$ cat config.mk
export PLATFORM = sky130hd
export DESIGN_NAME = scatter_tree
export DESIGN_NICKNAME = d
export VERILOG_FILES = /design/src/rtl/st_pkg.sv /design/src/rtl/st_hold_cfg.sv /design/src/rtl/st_fork.sv /design/src/rtl/scatter_tree.sv
export SDC_FILE = /design/constraint.sdc
export NUM_CORES = 1
export LEC_CHECK = 0
export ABC_AREA = 0
export BUFFER_PORTS_ARGS = -buffer_cell sky130_fd_sc_hd__buf_2
export CORE_ASPECT_RATIO = 1.4
export CORE_MARGIN = 2
export CORE_UTILIZATION = 59
export DETAILED_ROUTE_END_ITERATION = 8
export GPL_TIMING_DRIVEN = 0
export PLACE_DENSITY = 0.81
export SLEW_MARGIN = 20
export SYNTH_ARGS = -nofsm -noshare
export SYNTH_HDL_FRONTEND = slang
export SYNTH_SLANG_ARGS = --single-unit
$ cat constraint.sdc
create_clock -name clk -period 3.8 [get_ports clk]
set_input_delay 0.76 -clock clk [delete_from_list [all_inputs] [get_ports clk]]
set_output_delay 0.76 -clock clk [all_outputs]
set_load 0.01 [all_outputs]
$ cat src/rtl/st_pkg.sv
package st_pkg;

    typedef enum logic {
        ROUTE_PER_WORD = 1'b0,
        ROUTE_EPOCH    = 1'b1
    } route_mode_e;

    // floor(log2(v)) for v >= 1
    function automatic int flog2(input int v);
        int r;
        r = 0;
        for (int b = 0; b < 31; b++) begin
            if ((v >> b) > 1) r = b + 1;
        end
        return r;
    endfunction

    // leaves covered by node idx at tree level lvl in an n-leaf tree
    function automatic logic [63:0] leaf_span(input int n, input int lvl, input int idx);
        logic [63:0] res;
        int wid;
        int lo;
        wid = n >> lvl;
        lo  = idx * wid;
        for (int b = 0; b < 64; b++) begin
            res[b] = (b >= lo) && (b < lo + wid);
        end
        return res;
    endfunction

endpackage

$ cat src/rtl/st_hold_cfg.sv
module st_hold_cfg #(
    parameter int N = 8
) (
    input  logic         clk,
    input  logic         rst_n,
    input  logic         load,
    input  logic [N-1:0] mask_in,
    output logic [N-1:0] mask_out
);

    logic [N-1:0] held_d, held_q;

    always_comb begin
        held_d = held_q;
        if (load) held_d = mask_in;
    end

    always_ff @(posedge clk) begin
        if (!rst_n) held_q <= '0;
        else        held_q <= held_d;
    end

    assign mask_out = held_q;

endmodule

$ cat src/rtl/st_fork.sv
module st_fork #(
    parameter int           N      = 8,
    parameter logic [N-1:0] COV_LO = '0,
    parameter logic [N-1:0] COV_HI = '0
) (
    input  logic         p_valid,
    input  logic [N-1:0] p_msk,
    input  logic         acc_lo,
    input  logic         acc_hi,
    output logic         p_ready,
    output logic         go_lo,
    output logic         go_hi
);

    logic en_lo, en_hi;

    always_comb begin
        en_lo   = |(p_msk & COV_LO);
        en_hi   = |(p_msk & COV_HI);
        // on/off rule: advance only if every enabled branch can take the word
        p_ready = (!en_lo || acc_lo) && (!en_hi || acc_hi);
        go_lo   = p_valid && p_ready && en_lo;
        go_hi   = p_valid && p_ready && en_hi;
    end

endmodule

$ cat src/rtl/scatter_tree.sv
module scatter_tree
    import st_pkg::*;
#(
    parameter int N = 8,
    parameter int W = 16
) (
    input  logic           clk,
    input  logic           rst_n,
    input  logic           in_valid,
    input  logic [W-1:0]   in_data,
    input  logic [N-1:0]   in_mask,
    output logic           in_ready,
    input  logic           cfg_epoch,
    input  logic           cfg_load,
    input  logic [N-1:0]   cfg_mask,
    output logic [N-1:0]   leaf_valid,
    output logic [N*W-1:0] leaf_data,
    input  logic [N-1:0]   leaf_off
);

    localparam int LG    = $clog2(N);
    localparam int NODES = 2 * N;

    // heap numbering: node 1 is the root input, nodes 2..NODES-1 are registered,
    // nodes N..NODES-1 are the leaf registers (leaf i = node N+i)
    typedef struct packed {
        logic [NODES-1:2]          vld;
        logic [NODES-1:2][W-1:0]   dat;
        logic [N-1:2][N-1:0]       msk;
    } pipe_t;

    pipe_t st_d, st_q;

    logic [N-1:0] held_mask;
    logic [N-1:0] eff_mask;

    logic         par_vld [1:N-1];
    logic [W-1:0] par_dat [1:N-1];
    logic [N-1:0] par_msk [1:N-1];
    logic         rdy     [1:N-1];
    logic         acc     [2:NODES-1];
    logic         go      [2:NODES-1];
    logic         pop     [2:NODES-1];

    st_hold_cfg #(.N(N)) u_hold (
        .clk      (clk),
        .rst_n    (rst_n),
        .load     (cfg_load),
        .mask_in  (cfg_mask),
        .mask_out (held_mask)
    );

    assign eff_mask = (route_mode_e'(cfg_epoch) == ROUTE_EPOCH) ? held_mask : in_mask;
    assign in_ready = rdy[1];

    for (genvar k = 1; k < N; k++) begin : g_node
        localparam int           LV    = $clog2(k + 1) - 1;
        localparam int           CIDX  = 2 * k - (1 << (LV + 1));
        localparam logic [63:0]  SP_LO = leaf_span(N, LV + 1, CIDX);
        localparam logic [63:0]  SP_HI = leaf_span(N, LV + 1, CIDX + 1);

        if (k == 1) begin : g_root
            assign par_vld[k] = in_valid;
            assign par_dat[k] = in_data;
            assign par_msk[k] = eff_mask;
        end else begin : g_mid
            assign par_vld[k] = st_q.vld[k];
            assign par_dat[k] = st_q.dat[k];
            assign par_msk[k] = st_q.msk[k];
            assign acc[k]     = !st_q.vld[k] || rdy[k];
            assign pop[k]     = st_q.vld[k] && rdy[k];
        end

        st_fork #(
            .N      (N),
            .COV_LO (SP_LO[N-1:0]),
            .COV_HI (SP_HI[N-1:0])
        ) u_fork (
            .p_valid (par_vld[k]),
            .p_msk   (par_msk[k]),
            .acc_lo  (acc[2*k]),
            .acc_hi  (acc[2*k+1]),
            .p_ready (rdy[k]),
            .go_lo   (go[2*k]),
            .go_hi   (go[2*k+1])
        );
    end

    for (genvar k = N; k < NODES; k++) begin : g_leaf
        assign acc[k]                   = !st_q.vld[k] || !leaf_off[k-N];
        assign pop[k]                   = st_q.vld[k] && !leaf_off[k-N];
        assign leaf_valid[k-N]          = st_q.vld[k];
        assign leaf_data[(k-N)*W +: W]  = st_q.dat[k];
    end

    always_comb begin
        logic [63:0] sp;
        st_d = st_q;
        sp   = '0;
        for (int k = 2; k < N; k++) begin
            sp = leaf_span(N, flog2(k), k - (1 << flog2(k)));
            if (go[k]) begin
                st_d.vld[k] = 1'b1;
                st_d.dat[k] = par_dat[k >> 1];
                st_d.msk[k] = par_msk[k >> 1] & sp[N-1:0];
            end else if (pop[k]) begin
                st_d.vld[k] = 1'b0;
            end
        end
        for (int k = N; k < NODES; k++) begin
            if (go[k]) begin
                st_d.vld[k] = 1'b1;
                st_d.dat[k] = par_dat[k >> 1];
            end else if (pop[k]) begin
                st_d.vld[k] = 1'b0;
            end
        end
    end

    always_ff @(posedge clk) begin
        if (!rst_n) st_q <= '0;
        else        st_q <= st_d;
    end

endmodule

==> results.toml, run 1 <==
[setup_path]
cp_max_fo = 10
path_buf_inv = 3
start_kind = "input port"
end_kind = "output port"
r2r_slack_ns = 1.68
arrival_ns = 2.10
critical_path.top_delay_family = "compound AO/OA/AOI/OAI gates"
slowest_stage = "mux2_4"
crit_top_cell = "buf_2"
path_cells = "buf_2, buf_6, mux2_4, a211o_1, a21boi_4, nor2b_1, buf_2"
worst-setup-path-type = "in -> out"
required_ns = 3.04
max_stage_delay_ns = 0.31

[clocking]
clk_latency_ns = 0.51
path_clk_slew_ns = 0.06
h-tree-depth = 1
postCtsHoldBufs = 0
cts_buffer_depth = 3
post-cts-setup-buffers = 0
cts_tree = "built"
cts_resized = 0
cts_num_sinks = 262
cts_inserted_buffers = 23
clock-root-buffer = "clkbuf_16"

[detailed_routing]
firstDrtPassIters = 5
vias = 7603
totalWireLength_um = 24000
drtIter0Drc = 344
wire_per_inst_um = 17.4
ant_nets = 0
drc = 0
vias_per_cell = 5.52

[sta]
relSlewSlack_pct = 55.6
fin_worst_skew_ns = 0.0105
fin_ws_ns = 0.942
timing.final.max_slew_violations = 0
finalCriticalPeriod_ns = 2.86
setup_tns_ns = 0
tightest_slew_ns = 0.666
hold_viol_final = 0
setup_violations = 0
fmax_mhz = 350
period_share_pct = 75.2
rsz0062_at_grt = "no"

[floorplanning]
core_sq_mm = 0.0160
rows = 55
start_util_pct = 59.8
die_w_um = 112
die_h_um = 155
io_pins = 182
die_area_sq_mm = 0.0173

[finish]
final_nets = 1207
diodes = 0
layout_common_cells = "dfxtp_1 (262), mux2i_1 (202), buf_2 (194), nor2_1 (140), nand2_1 (120)"
nFillCells = 1231
syn2layout_area_growth_pct = 20.4
drive_above_1_share_pct = 20.4
layout_commonest_cell = "dfxtp_1"

[global_route]
grt_pass1_wl_um = 38500
grt_max_degree = 16
grt.total_usage_pct = 27.4
overflow = 0
grt_pass1_vias = 7580
grt_antenna_before_repair = 2

[placement]
place_hpwl_um = 17900
preCtsSetupSlack_ns = 0.942
place.port_buffers = 180
gp_congestion = 0.806

[synthesis]
synth_edf_count = 0
synth_nets = 1002
ys_async_sr_fraction_pct = 0
synth.distinct_cells = 39
ys_ff_latch = 262
syn_avg_cell_area_sq_um = 10.0
synthCells = 957
ys_seq_area_share_pct = 54.7
synth_area_sq_mm = 0.00959
ys_warn_count = 0
synth_ff_type = "dfxtp_1"

[power_and_ir_drop]
irDropWorstVdd_mv = 0.388
p_per_area_mw_per_mm2 = 478
power_w = 0.00551
leakagePower_nw = 5.77

[run_status]
status = "complete, no violations"

[min_path]
holdCritPathClass = "reg -> reg"

[job]
drv_cap = 0
[Yosys cell counts (2+ instances only)]
master	number	share of area (%)
mux2_2	4	0.47
o31a_1	2	0.18
nand2b_1	2	0.13
nand2_1	120	4.7
buf_1	3	0.12
clkbuf_1	46	1.8
a31oi_1	6	0.39
mux2i_1	202	21
nand3_1	40	2.1
o21a_1	2	0.16
a21oi_1	13	0.68
nor4bb_1	4	0.42
and2_1	2	0.13
nor3_1	2	0.10
or4b_1	2	0.21
o21ai_1	33	1.7
nor3b_1	4	0.31
buf_6	3	0.35
dfxtp_1	262	55
inv_1	3	0.12
o2bb2ai_1	4	0.37
a21o_1	2	0.16
nor2_1	140	5.5
and3_1	6	0.39
o21ai_0	8	0.42
nand4_1	9	0.59
buf_2	14	0.73
o32ai_1	8	0.73
[power by group]
| group | leakage (nW) | internal, W | switching, W |
|---|---|---|---|
| clock | 0.396 | 0.00146 | 0.000986 |
| combinational | 3.25 | 0.0000905 | 0.000161 |
| sequential | 2.12 | 0.00279 | 0.0000256 |
| total | 5.77 | 0.00434 | 0.00117 |
[worst paths after layout]
kind,from,to,depth (start not counted)
worst max-delay path,cfg_epoch,in_ready,7
worst min-delay path,par_dat[12]$_SDFFE_PN0P_,par_dat[12]$_SDFFE_PN0P_,2
worst max register to register,par_msk[24]$_SDFFE_PN0P_,leaf_data[31]$_SDFFE_PN0P_,7
worst min register to register,par_dat[12]$_SDFFE_PN0P_,par_dat[12]$_SDFFE_PN0P_,2
[routing by layer]
metal	vias to the layer above	global-route usage, %	routed length [um]
met2	227	50.4	12300
li1	3698	-	-
met1	3608	31.2	9370
met5	-	0	5
met4	2	12.0	1030
met3	68	4.23	1280
[logic make-up (layout without fill, tap and decap cells)]
family | count (synthesis) | after routing | share of synthesized area, %
buffers and inverters | 69 | 291 | 3.12
AO/OA/AOI/OAI | 82 | 82 | 5.25
flip-flops | 262 | 262 | 54.7
AND/OR/NAND/NOR | 336 | 336 | 15.1
multiplexers | 208 | 208 | 21.8
[layout make-up]
type,count,area (sq um),share of cell area [%]
Multi-Input combinational cell,626,4040,35.0
Inverter,3,11.3,0.0976
Sequential cell,262,5250,45.5
Timing Repair Buffer,180,901,7.81
Clock inverter,6,109,0.943
Clock buffer,36,694,6.02
Buffer,66,288,2.49
Tap cell,199,249,2.16
[worst reg2reg max path, cell delays in order (launching register included)]
cell and delay (ns):
dfxtp_1 0.40, and3_1 0.18, a31oi_1 0.07, nand3_1 0.16
clkbuf_1 0.45, buf_2 0.43, mux2i_1 0.24, nor2_1 0.05
[stage by stage]
| step | instances | hold WS [ns] | utilization (%) | instance area [sq um] |
|---|---|---|---|---|
| floorplan | 957 | 0.446 | - | 9590 |
| global placement | 1336 | 0.460 | 67.0 | 10700 |
| detailed placement | 1336 | 0.470 | 67.0 | 10700 |
| CTS | 1378 | 0.482 | 72.0 | 11500 |
| global route | 1378 | 0.491 | 72.0 | 11500 |
| finish | 1378 | 0.481 | 72.0 | 11500 |
[sequential cells by signal (all words and copies together), names as in the netlist]
register / count
u_hold.mask_out: 8
leaf_valid: 8
par_msk: 16
leaf_data: 128
par_dat: 96
par_vld: 6
(Power assumes the default switching activity.)
==> run 2, diff against run 1 <==
--- a/config.mk
+++ b/config.mk
@@ -5,14 +5,14 @@
 export SDC_FILE = /design/constraint.sdc
 export NUM_CORES = 1
 export LEC_CHECK = 0
-export ABC_AREA = 0
+export ABC_AREA = 1
 export BUFFER_PORTS_ARGS = -buffer_cell sky130_fd_sc_hd__buf_2
 export CORE_ASPECT_RATIO = 1.4
 export CORE_MARGIN = 2
-export CORE_UTILIZATION = 59
+export CORE_UTILIZATION = 55
 export DETAILED_ROUTE_END_ITERATION = 8
 export GPL_TIMING_DRIVEN = 0
-export PLACE_DENSITY = 0.81
+export PLACE_DENSITY = 0.76
 export SLEW_MARGIN = 20
 export SYNTH_ARGS = -nofsm -noshare
 export SYNTH_HDL_FRONTEND = slang
==> constraint.sdc (replaced) <==
create_clock -name clk -period 2.8 [get_ports clk]
set_input_delay 0.56 -clock clk [delete_from_list [all_inputs] [get_ports clk]]
set_output_delay 0.56 -clock clk [all_outputs]
set_load 0.01 [all_outputs]
==> run 2 against run 1 <==
Synthesized area is 0.55% higher. Synthesized cell count is 27% higher. Global-route usage up 1.1 points. Non-clock buffer count up 16. Sequential cell count unchanged. Largest power group unchanged.
==> results.toml, run 2 <==
[clocking]
clock-root-buffer = "clkbuf_16"
postCtsHoldBufs = 0
post-cts-setup-buffers = 0
cts_buffer_depth = 3
cts_inserted_buffers = 24
cts_tree = "built"
cts_num_sinks = 262
cts_resized = 0
path_clk_slew_ns = 0.07
h-tree-depth = 1
clk_latency_ns = 0.52

[synthesis]
netlist_top_cells_count = "dfxtp_1 (262), nand2_1 (249), a21oi_1 (222), nand3_1 (130), nor2_1 (104)"
ys_warn_count = 0
yosysMostFrequentCell = "dfxtp_1"
synthCells = 1211
synth.distinct_cells = 24
ys_ff_latch = 262
ys_async_sr_fraction_pct = 0
syn_avg_cell_area_sq_um = 7.96
synth_area_sq_mm = 0.00964
yosysTopAreaCellShare_pct = 54.4
synth_ff_type = "dfxtp_1"
synth_edf_count = 0
synth_nets = 1256
ys_seq_area_share_pct = 54.4
synth_top_area_cell = "dfxtp_1"
synth.top_cells.by_area = "dfxtp_1 (54%), a21oi_1 (12%), nand2_1 (9.7%)"

[sta]
setup_tns_ns = 0
timing.final.max_slew_violations = 0
setup_violations = 0
relSlewSlack_pct = 45.1
rsz0062_at_grt = "no"
hold_viol_final = 0
period_share_pct = 93.0
fin_worst_skew_ns = 0.00612
finalCriticalPeriod_ns = 2.60
tightest_slew_ns = 0.824
fmax_mhz = 384

[setup_path]
max_stage_delay_ns = 0.31
start_kind = "flip-flop"
arrival_ns = 2.04
worst-setup-path-type = "reg -> out"
critical_path.top_delay_family = "simple AND/OR/NAND/NOR gates"
path_cells = "buf_2, nand3_1, nand2_1, nand3_1, nand2_2, nand3_4, nand2_1, inv_1, buf_2"
slowest_stage = "dfxtp_1"
cp_max_fo = 10
end_kind = "output port"
path_buf_inv = 3
required_ns = 2.24

[detailed_routing]
wire_per_inst_um = 15.9
drtIter0Drc = 532
wl_met1_um = 10200
firstDrtPassIters = 5
ant_nets = 0
vias_per_cell = 5.32
wl_met2_um = 13900
drc = 0
highest_layer = "met4"
totalWireLength_um = 26600
wl_met3_um = 1220
vias = 8894

[floorplanning]
rows = 57
start_util_pct = 55.9
die_h_um = 161
die_area_sq_mm = 0.0186
die_w_um = 116
core_sq_mm = 0.0173
io_pins = 182

[placement]
place_hpwl_um = 19400
gp_congestion = 0.872
place.port_buffers = 179
place_area_sq_mm = 0.0108

[global_route]
grt_pass1_vias = 8475
grt.total_usage_pct = 28.5
overflow = 0
grt_antenna_before_repair = 2
grt_pass1_wl_um = 42200
grt_max_degree = 17

[power_and_ir_drop]
p_per_area_mw_per_mm2 = 682
power_w = 0.00799
leakagePower_nw = 4.98
irDropWorstVdd_mv = 0.463

[finish]
largest_reg_flops = 128
layout_common_cells = "dfxtp_1 (262), nand2_1 (249), a21oi_1 (222), buf_2 (209), nand3_1 (130)"
final_nets = 1461
nFillCells = 1512
syn2layout_area_growth_pct = 21.6
fin_area_sq_mm = 0.0117
layout_commonest_cell = "dfxtp_1"
drive_above_1_share_pct = 21.1

[min_path]
holdCritPathClass = "in -> reg"

[run_status]
status = "complete, no violations"

[job]
drv_cap = 0
run 2: changes by cell type after synthesis, moves of 16 or more:
cell	change
a21oi_1	+209
buf_2	+16
inv_1	+42
mux2i_1	-202
nand2_1	+129
nand3_1	+90
nor2_1	-36
o21ai_0	+18
run 2: routing by layer:
layer / vias to the layer above / GRT usage [%]
li1: 4423 / -
met3: 80 / 3.25
met4: 0 / 14.2
met1: 4084 / 33.1
met2: 307 / 51.0
met5: - / 0
run 2: cell type report:
class	count	area (sq um)	share of cell area, %
repair buffers	179	896	7.64
flip-flops and latches	262	5250	44.7
multi-input cells	815	3750	32.0
clock buffers	25	614	5.24
diodes	2	5.00	0.0427
plain buffers	83	443	3.78
clock inverters	19	272	2.32
inverters	51	196	1.68
well taps	236	295	2.52
run 2: final timing paths:
path | slack (ns) | to | start | depth (start not counted)
worst min-delay path | 0.27 | u_hold.mask_out[0]$_SDFFE_PN0P_ | cfg_mask[0] | 3
worst max register to register | 0.88 | par_dat[76]$_SDFFE_PN0P_ | par_msk[19]$_SDFFE_PN0P_ | 10
worst min register to register | 0.46 | leaf_data[27]$_SDFFE_PN0P_ | leaf_data[27]$_SDFFE_PN0P_ | 2
worst max-delay path | 0.20 | in_ready | par_msk[13]$_SDFFE_PN0P_ | 9
run 2: power by group:
part	total (W)	switching [W]	internal [W]
registers	0.00389	0.0000657	0.00382
clock network	0.00363	0.00146	0.00217
logic	0.000478	0.000326	0.000151
run 2: logic make-up after synthesis:
| family | share of synthesized area, % |
|---|---|
| DFF | 54.4 |
| and+or+nand+nor | 23.7 |
| AOI/OAI and AO/OA | 15.3 |
| buffers and inverters | 6.63 |
run 2: metrics by stage:
stage	hold slack, ns	setup slack [ns]	std cells	util [%]
2_1_floorplan	0.441	0.929	1211	-
3_3_place_gp	0.447	0.537	1626	62.8
3_5_place_dp	0.450	0.463	1626	62.8
4_1_cts	0.265	0.151	1670	67.9
5_1_grt	0.268	0.0399	1672	67.9
6_report	0.268	0.196	1672	67.9
run 2: worst register-to-register path: stages, from the launching register on:
cell	delay [ns]
dfxtp_1	0.31
buf_2	0.22
nand3_1	0.14
nand2_1	0.14
nand3_1	0.15
nand2_2	0.16
nand3_4	0.15
nand4_4	0.18
buf_4	0.22
nor2_1	0.07
nor2_1	0.13
